## src/rtl/fpcond_pkg.sv

```systemverilog
package fpcond_pkg;

  localparam int PRED_W   = 4;
  localparam int NUM_PRED = 1 << PRED_W;

  typedef struct packed {
    logic nan;
    logic zero;
    logic neg;
  } ccbits_t;

  typedef enum logic [PRED_W-1:0] {
    P_NEVER   = 4'd0,
    P_EQ      = 4'd1,
    P_GT      = 4'd2,
    P_GE      = 4'd3,
    P_LT      = 4'd4,
    P_LE      = 4'd5,
    P_GL      = 4'd6,
    P_ORD     = 4'd7,
    P_UNORD   = 4'd8,
    P_NGL     = 4'd9,
    P_NLE     = 4'd10,
    P_NLT     = 4'd11,
    P_NGE     = 4'd12,
    P_NGT     = 4'd13,
    P_NE      = 4'd14,
    P_ALWAYS  = 4'd15
  } pred_e;

  // IEEE-aware evaluation: NaN falsifies ordered forms, satisfies negated forms
  function automatic logic pred_eval(input pred_e code, input ccbits_t c);
    logic r;
    unique case (code)
      P_NEVER:  r = 1'b0;
      P_EQ:     r = c.zero;
      P_GT:     r = ~(c.nan | c.zero | c.neg);
      P_GE:     r = c.zero | ~(c.nan | c.neg);
      P_LT:     r = c.neg & ~(c.nan | c.zero);
      P_LE:     r = c.zero | (c.neg & ~c.nan);
      P_GL:     r = ~(c.nan | c.zero);
      P_ORD:    r = ~c.nan;
      P_UNORD:  r = c.nan;
      P_NGL:    r = c.nan | c.zero;
      P_NLE:    r = c.nan | ~(c.neg | c.zero);
      P_NLT:    r = c.nan | c.zero | ~c.neg;
      P_NGE:    r = c.nan | (c.neg & ~c.zero);
      P_NGT:    r = c.nan | c.zero | c.neg;
      P_NE:     r = ~c.zero;
      P_ALWAYS: r = 1'b1;
      default:  r = 1'b0;
    endcase
    return r;
  endfunction

endpackage

```

## src/rtl/fpcond_table.sv

```systemverilog
module fpcond_table
  import fpcond_pkg::*;
(
  input  logic [PRED_W-1:0] code,
  input  ccbits_t           cc,
  output logic              hit
);

  logic [NUM_PRED-1:0] row_hit;

  // One evaluator per predicate code, selected by the incoming code
  for (genvar g = 0; g < NUM_PRED; g++) begin : g_row
    assign row_hit[g] = pred_eval(pred_e'(g), cc);
  end

  assign hit = row_hit[code];

endmodule

```

## src/rtl/fpcond_unord.sv

```systemverilog
module fpcond_unord (
  input  logic sig_req,
  input  logic nan,
  input  logic trap_en,
  input  logic pred_hit,
  output logic evt,
  output logic kill,
  output logic final_hit
);

  assign evt       = sig_req & nan;
  assign kill      = evt & trap_en;
  assign final_hit = pred_hit & ~kill;

endmodule

```

## src/rtl/fpcond_outreg.sv

```systemverilog
module fpcond_outreg #(
  parameter int BYTE_W = 8
) (
  input  logic              clk,
  input  logic              rst,
  input  logic              in_valid,
  input  logic              hit,
  input  logic              evt,
  input  logic              kill,
  output logic              q_valid,
  output logic              q_true,
  output logic [BYTE_W-1:0] q_byte,
  output logic              q_evt,
  output logic              q_kill
);

  always_ff @(posedge clk) begin
    if (rst) begin
      q_valid <= 1'b0;
      q_true  <= 1'b0;
      q_byte  <= '0;
      q_evt   <= 1'b0;
      q_kill  <= 1'b0;
    end else begin
      q_valid <= in_valid;
      q_true  <= in_valid & hit;
      q_byte  <= {BYTE_W{in_valid & hit}};
      q_evt   <= in_valid & evt;
      q_kill  <= in_valid & kill;
    end
  end

endmodule

```

## src/rtl/fpcond_eval.sv

```systemverilog
module fpcond_eval
  import fpcond_pkg::*;
#(
  parameter int BYTE_W = 8
) (
  input  logic              clk,
  input  logic              rst,
  input  logic              in_valid,
  input  logic [3:0]        pred,
  input  logic              sig_unord,
  input  logic              cc_nan,
  input  logic              cc_zero,
  input  logic              cc_neg,
  input  logic              trap_en,
  output logic              res_valid,
  output logic              res_true,
  output logic [BYTE_W-1:0] res_byte,
  output logic              unord_evt,
  output logic              trap_abort
);

  ccbits_t cc;
  logic    raw_hit;
  logic    evt_c;
  logic    kill_c;
  logic    hit_c;

  assign cc = '{nan: cc_nan, zero: cc_zero, neg: cc_neg};

  fpcond_table u_table (
    .code (pred),
    .cc   (cc),
    .hit  (raw_hit)
  );

  fpcond_unord u_unord (
    .sig_req   (sig_unord),
    .nan       (cc_nan),
    .trap_en   (trap_en),
    .pred_hit  (raw_hit),
    .evt       (evt_c),
    .kill      (kill_c),
    .final_hit (hit_c)
  );

  fpcond_outreg #(.BYTE_W(BYTE_W)) u_out (
    .clk      (clk),
    .rst      (rst),
    .in_valid (in_valid),
    .hit      (hit_c),
    .evt      (evt_c),
    .kill     (kill_c),
    .q_valid  (res_valid),
    .q_true   (res_true),
    .q_byte   (res_byte),
    .q_evt    (unord_evt),
    .q_kill   (trap_abort)
  );

endmodule

```

## config.mk

```make
export PLATFORM = sky130hd
export DESIGN_NAME = fpcond_eval
export DESIGN_NICKNAME = d
export VERILOG_FILES = /design/src/rtl/fpcond_pkg.sv /design/src/rtl/fpcond_table.sv /design/src/rtl/fpcond_unord.sv /design/src/rtl/fpcond_outreg.sv /design/src/rtl/fpcond_eval.sv
export SDC_FILE = /design/constraint.sdc
export NUM_CORES = 1
export LEC_CHECK = 0
export BUFFER_PORTS_ARGS = -buffer_cell sky130_fd_sc_hd__buf_2
export CAP_MARGIN = 0
export CORE_AREA = 2 2 39 41
export CTS_CLUSTER_SIZE = 14
export DETAILED_ROUTE_END_ITERATION = 10
export DIE_AREA = 0 0 41 43
export GPL_TIMING_DRIVEN = 0
export PLACE_DENSITY = 0.43
export SYNTH_ARGS = -nofsm -noshare
export SYNTH_HDL_FRONTEND = slang
export SYNTH_SLANG_ARGS = --single-unit
```

## constraint.sdc

```tcl
create_clock -name clk -period 0.8 [get_ports clk]
set_input_delay 0.04 -clock clk [delete_from_list [all_inputs] [get_ports clk]]
set_output_delay 0.04 -clock clk [all_outputs]
set_load 0.03 [all_outputs]
```

==> results of run 1 <==
==> layout by cell type, fill, tap and decap left out <==
| cell | netlist | final |
|---|---|---|
| and3_1 | 1 | 1 |
| dfxtp_1 | 4 | 3 |
| o21ai_2 | 1 | 1 |
| buf_6 | 0 | 8 |
| nand2b_1 | 2 | 2 |
| clkbuf_4 | 0 | 3 |
| nand2_1 | 1 | 1 |
| dlygate4sd3_1 | 0 | 1 |
| dfxtp_4 | 0 | 1 |
| inv_1 | 1 | 1 |
| buf_4 | 8 | 8 |
| o211ai_1 | 1 | 1 |
| nand3_1 | 1 | 1 |
| mux2_4 | 1 | 1 |
| nor2b_4 | 1 | 1 |
| and2_1 | 2 | 2 |
| buf_2 | 0 | 15 |
| a21oi_1 | 1 | 1 |
| a211oi_2 | 1 | 1 |
==> per-stage QoR <==
stage / setup TNS, ps / area, sq um
2_1_floorplan: 0 / 248
3_3_place_gp: 0 / 383
3_5_place_dp: 0 / 383
4_1_cts: -849 / 468
5_1_grt: -1020 / 468
6_report: -696 / 468
==> critical path: cells and delay by family, from the launching register on <==
| kind | cells | cell delay [ps] |
|---|---|---|
| flops | 1 | 360 |
| buf+inv | 2 | 260 |
==> layer usage <==
metal	up-vias	track usage	routed length (microns)
met5	-	0	0
met4	0	0.0600	0
met3	0	0.0314	78
met2	20	0.100	201
met1	98	0.0603	180
li1	133	-	-
==> flip-flops by register name, summed over array words and instances, names as in the netlist <==
register / flops
u_out.q_valid: 1
u_out.q_kill: 1
u_out.q_evt: 1
u_out.q_true: 1
==> worst min path at each step <==
stage             from       endpoint  slack (ps)  cells after the start
6_report       trap_en   u_out.q_kill          40                      2
5_1_grt        trap_en   u_out.q_kill          60                      2
3_3_place_gp       rst  u_out.q_valid         240                      2
3_5_place_dp       rst  u_out.q_valid         240                      2
2_1_floorplan      rst  u_out.q_valid         110                      1
4_1_cts        trap_en   u_out.q_kill          30                      2
==> area by class of cell <==
class | instances | area, sq um | share of cell area
Buffer | 8 | 60.1 | 0.128
Tap cell | 16 | 20.0 | 0.0428
Sequential cell | 4 | 83.8 | 0.179
Inverter | 1 | 3.75 | 0.00802
Clock buffer | 3 | 22.5 | 0.0481
Multi-Input combinational cell | 13 | 103 | 0.219
Timing Repair Buffer | 24 | 175 | 0.374
==> logic make-up (layout without fill, tap and decap cells) <==
| kind of cell | Yosys count | after routing |
|---|---|---|
| AND/OR/NAND/NOR | 8 | 8 |
| multiplexers | 1 | 1 |
| AO/OA/AOI/OAI | 4 | 4 |
| flip-flops | 4 | 4 |
| buffers and inverters | 9 | 36 |
==> report_power, final <==
group / switching, mW / internal (mW)
Clock: 0.0745 / 0.167
Combinational: 0.109 / 0.117
Sequential: 0.00633 / 0.207
Total: 0.189 / 0.491
==> timing repair <==
action | CTS | global route
hold buffers | 1 | 0
pin swaps | 0 | 0
resized for setup | 17 | 0
endpoints found under the hold margin | 1 | 0
setup endpoints to repair | 9 | 9
==> results by group, run 1 <==
Status
  – Status: finished, violations left
  – Failing checks: setup timing

Layout
  – Area Growth Syn to Fin: 89.8%
  – Filler Cells Inserted: 154
  – Layout cells sized above 1: 0.736
  – Final Util: 0.338
  – Fin cells: between 60 and 70
  – Fin nets: 67
  – # diodes: 0

Drt
  – 1st-pass router iterations: 2
  – Routed len/inst: ~6.7 microns
  – Residual DRC count: 0
  – Via/cell ratio: 3.64
  – DRT antenna net count: 0
  – Iter 0 DRT Violations: 1
  – Wirelength, routed: ~460 microns
  – Vias: between 200 and 300

Pwr
  – Overall Power: 0.681 mW
  – Pwr per Cell Area: roughly 1500 nW/um^2
  – Leakage: 0.256 nW
  – Peak VDD IR: 351 uV

Yosys
  – Mux contribution to synthesized area: 0.0609
  – Post-Syn Nets: 38
  – Synth cell count leaders: 8 x buf_4, 4 x dfxtp_1, 2 x and2_1, 2 x nand2b_1
  – Syn Inst Count: 26
  – Flops & latches, synth: 4
  – Synth top area share: 0.325
  – Adder-cell share of the synthesized area: 0
  – YS warnings: 0
  – Register area share after synthesis: 0.325
  – Post-synth top flop: dfxtp_1
  – Synth top area cells: dfxtp_1 32%, buf_4 24%, mux2_4 6.1%
  – Post-Synth XOR/XNOR Area: 0
  – Post-Synth Simple-Gate Area: 0.218
  – Synth Area in Compound Gates: 0.137
  – Syn_area_per_cell: approximately 9.5 sq um
  – Number of flops mapped to enable cells by yosys: 0
  – Largest family of logic cells by synthesized area: buffers and inverters
  – Post-synth cell types: 14
  – Yosys top cell by area: dfxtp_1
  – Synth Cell Area: ~250 sq um
  – Synth async-reset ratio: 0
  – Most frequent cell after synthesis: buf_4

Clocking
  – Maximum buffer depth of the clock tree: 2
  – CTS Sinks: 4
  – Clk root buf: clkbuf_4
  – CTS buffer count: 3
  – H-Tree Depth: 1
  – CTS tree: done
  – Clk slew on worst S/H paths: 40 ps
  – Post-CTS Setup Bufs: 0

Global route
  – Grt ovf: 0
  – Number of global-route vias before repair: roughly 210
  – Largest net degree at the start of global routing: 10
  – Gr usage total: 0.0660
  – First-pass GRT wire length: approximately 750 microns
  – Number of antenna violations at the first check in global routing: 0

Place
  – Dpl ws: approximately 45 ps
  – Cells after DPL: 65
  – Hpwl dp: 413 microns
  – Placer Congestion: ~0.58
  – Port-buffer cells: 23

Worst setup path
  – Crit Path Class: register to output port
  – Slowest-stage cell, CP: dfxtp_4
  – Slowest stage delay, CP: roughly 360 ps
  – CP max FO: 9
  – Cell Chain, Critical Path: buf_4 -> buf_6
  – Worst setup startpoint: u_out.q_true
  – Worst setup path endpoint: res_byte[3]
  – Worst EP required: between 700 and 800 ps
  – CP Capture Type: output port
  – Startpoint Class: register
  – Arr. time, crit path: approximately 840 ps

Timing
  – Fmax: 1130 MHz
  – RSZ-0062 raised after global routing: true
  – Setup-failing EPs final: 9
  – Hold slack: 39.6 ps
  – Final-report hold violation count: 0
  – Slew Viols, Final: 0
  – Relative slew margins: 0.876
  – Setup slack after layout: -83.7 ps
  – Worst slew pin tran: 185 ps
  – Fin crit period: ~880 ps
  – Period utilization: 1.10

Die
  – Die Span Y: 43 microns
  – Row Count: 14
  – Initial Utilization: 0.178
  – Core Box Area: about 1400 sq um
  – # IOs: 24
  – Die ar.: approximately 1800 sq um
  – Die W: between 40 and 50 microns

Flow run
  – Max-Cap Viols: 0

Min path
  – Min-delay worst type: input pin to register
(Power assumes the default switching activity.)
==> inputs of run 2 (changes only) <==
--- a/config.mk
+++ b/config.mk
@@ -11,7 +11,7 @@
 export CTS_CLUSTER_SIZE = 14
 export DETAILED_ROUTE_END_ITERATION = 10
 export DIE_AREA = 0 0 41 43
-export GPL_TIMING_DRIVEN = 0
+export GPL_TIMING_DRIVEN = 1
 export PLACE_DENSITY = 0.43
 export SYNTH_ARGS = -nofsm -noshare
 export SYNTH_HDL_FRONTEND = slang
==> run 2 against run 1 <==
Effect of this change:
- the run still ends with setup timing left
- global-route usage down 0.89 points
- sequential share of layout area up 3.8 points
- clock power about the same
- critical path depth down 1
- critical path type unchanged
- critical endpoint unchanged
==> results by group, run 2 (synthesis results as in run 1) <==
Status
  – Status: finished, violations left (unchanged)
  – Failing checks: setup timing (unchanged)

Layout
  – Fin cells: 61 (was 69)
  – Area Growth Syn to Fin: 56.9% (was 89.8%)
  – Fin nets: 59 (was 67)
  – Post-route cell area: 387 sq um (was 468 sq um)
  – Most common cell after layout, fill and taps aside: buf_2 (unchanged)
  – # diodes: 0 (unchanged)
  – Layout cells sized above 1: 0.689 (was 0.736)
  – Most frequent cells in the layout: 13 x buf_2, 8 x buf_4, 4 x clkbuf_4, 3 x dfxtp_1 (was 15 x buf_2, 8 x buf_4, 8 x buf_6, 3 x clkbuf_4, 3 x dfxtp_1)
  – Filler Cells Inserted: 160 (was 154)

Pwr
  – Overall Power: 0.634 mW (was 0.681 mW)
  – Leakage: 0.207 nW (was 0.256 nW)
  – Peak VDD IR: 305 uV (was 351 uV)
  – Pwr per Cell Area: 1640 nW/um^2 (was 1450 nW/um^2)

Place
  – Hpwl dp: 381 microns (was 413 microns)
  – Placer Congestion: 0.621 (was 0.577)
  – Dpl ws: 38.8 ps (was 44.8 ps)
  – Cells after DPL: 57 (was 65)
  – Port-buffer cells: 23 (unchanged)
  – Placed Area: 323 sq um (was 383 sq um)

Die
  – Row Count: 14 (unchanged)
  – # IOs: 24 (unchanged)
  – Die W: 41 microns (unchanged)
  – Die Span Y: 43 microns (unchanged)
  – Die ar.: 1760 sq um (unchanged)
  – Core Box Area: 1380 sq um (unchanged)
  – Initial Utilization: 0.178 (unchanged)

Worst setup path
  – CP max FO: 9 (unchanged)
  – Worst EP required: 760 ps (about the same)
  – Family with the most delay on the worst path: flip-flops (unchanged)
  – Slowest-stage cell, CP: dfxtp_4 (unchanged)
  – Slowest stage delay, CP: 380 ps (was 360 ps)
  – Cell Chain, Critical Path: buf_4 (was buf_4 -> buf_6)
  – Buf/Inv on CP: 1 (was 2)
  – Arr. time, crit path: 770 ps (was 840 ps)
  – Startpoint Class: register (unchanged)
  – CP Capture Type: output port (unchanged)
  – Crit Path Class: register to output port (unchanged)
  – CP Depth: 1 (was 2)

Clocking
  – Post-CTS Setup Bufs: 0 (unchanged)
  – CTS Sinks: 4 (unchanged)
  – Clk root buf: clkbuf_4 (unchanged)
  – Clk slew on worst S/H paths: 30 ps (was 40 ps)
  – CTS tree: done (unchanged)
  – H-Tree Depth: 1 (unchanged)
  – CTS buffer count: 3 (unchanged)
  – Maximum buffer depth of the clock tree: 2 (unchanged)

Flow run
  – Max-Cap Viols: 0 (unchanged)

Timing
  – Setup slack after layout: -14.1 ps (was -83.7 ps)
  – Setup-failing EPs final: 8 (was 9)
  – Fmax: 1230 MHz (was 1130 MHz)
  – Relative slew margins: 0.856 (was 0.876)
  – RSZ-0062 raised after global routing: true (unchanged)
  – Period utilization: 1.02 (was 1.10)
  – Final-report hold violation count: 0 (unchanged)
  – Fin crit period: 814 ps (was 884 ps)
  – Setup_tns: -101 ps (was -696 ps)
  – Slew Viols, Final: 0 (unchanged)
  – Worst slew pin tran: 215 ps (was 185 ps)

Drt
  – DRT antenna net count: 0 (unchanged)
  – Routed len/inst: 7.43 microns (was 6.67 microns)
  – Wirelength, routed: 453 microns (was 460 microns)
  – Iter 0 DRT Violations: 1 (unchanged)
  – Vias: 228 (was 251)
  – Residual DRC count: 0 (unchanged)
  – Via/cell ratio: 3.74 (was 3.64)
  – 1st-pass router iterations: 2 (unchanged)

Min path
  – Hold depth: 2 (unchanged)
  – Min-delay worst type: input pin to register (unchanged)

Global route
  – Largest net degree at the start of global routing: 10 (unchanged)
  – First-pass GRT wire length: 690 microns (was 752 microns)
  – Number of global-route vias before repair: 200 (was 209)
  – Number of antenna violations at the first check in global routing: 0 (unchanged)
  – Gr usage total: 0.0571 (was 0.0660)
  – Grt ovf: 0 (unchanged)
## run 2: cell types whose count changed in the layout (fill, tap and decap cells not counted)
cell / before / now
buf_2: 15 / 13
buf_6: 8 / 1
clkbuf_4: 3 / 4
## run 2: path summary, 6_finish.rpt
kind	from	to
min	trap_en	u_out.q_kill
max	u_out.q_true	res_byte[3]
## run 2: layout make-up
cell class / instances / area, sq um / area share
tap: 16 / 20.0 / 0.0518
timing repair buffer: 24 / 154 / 0.398
multi-input combinational: 13 / 103 / 0.265
clock buffer: 3 / 22.5 / 0.0583
sequential: 4 / 83.8 / 0.217
inverter: 1 / 3.75 / 0.00971
## run 2: what timing repair did
| item | in CTS | in global routing |
|---|---|---|
| resized for setup | 11 | 1 |
| hold buffers | 1 | 0 |
| setup endpoints to repair | 9 | 10 |
| hold endpoints to repair | 1 | 0 |
## run 2: metrics by stage
step	utilization	hold WS [ps]
global route	0.279	39.9
CTS	0.278	30.4
floorplan	-	110
finish	0.279	35.2
detailed placement	0.233	237
global placement	0.233	235
## run 2: power by group
group          switching (mW)  leakage [nW]  internal [mW]
logic                   0.101         0.160         0.0806
clock network          0.0714        0.0138          0.167
registers             0.00695        0.0335          0.207
## run 2: layer usage
metal | vias to the layer above | global-route usage | wire length [microns]
li1 | 118 | - | -
met1 | 90 | 0.0639 | 176
met2 | 20 | 0.0875 | 201
met3 | 0 | 0.0157 | 75
met4 | 0 | 0.0400 | 0
met5 | - | 0 | 0
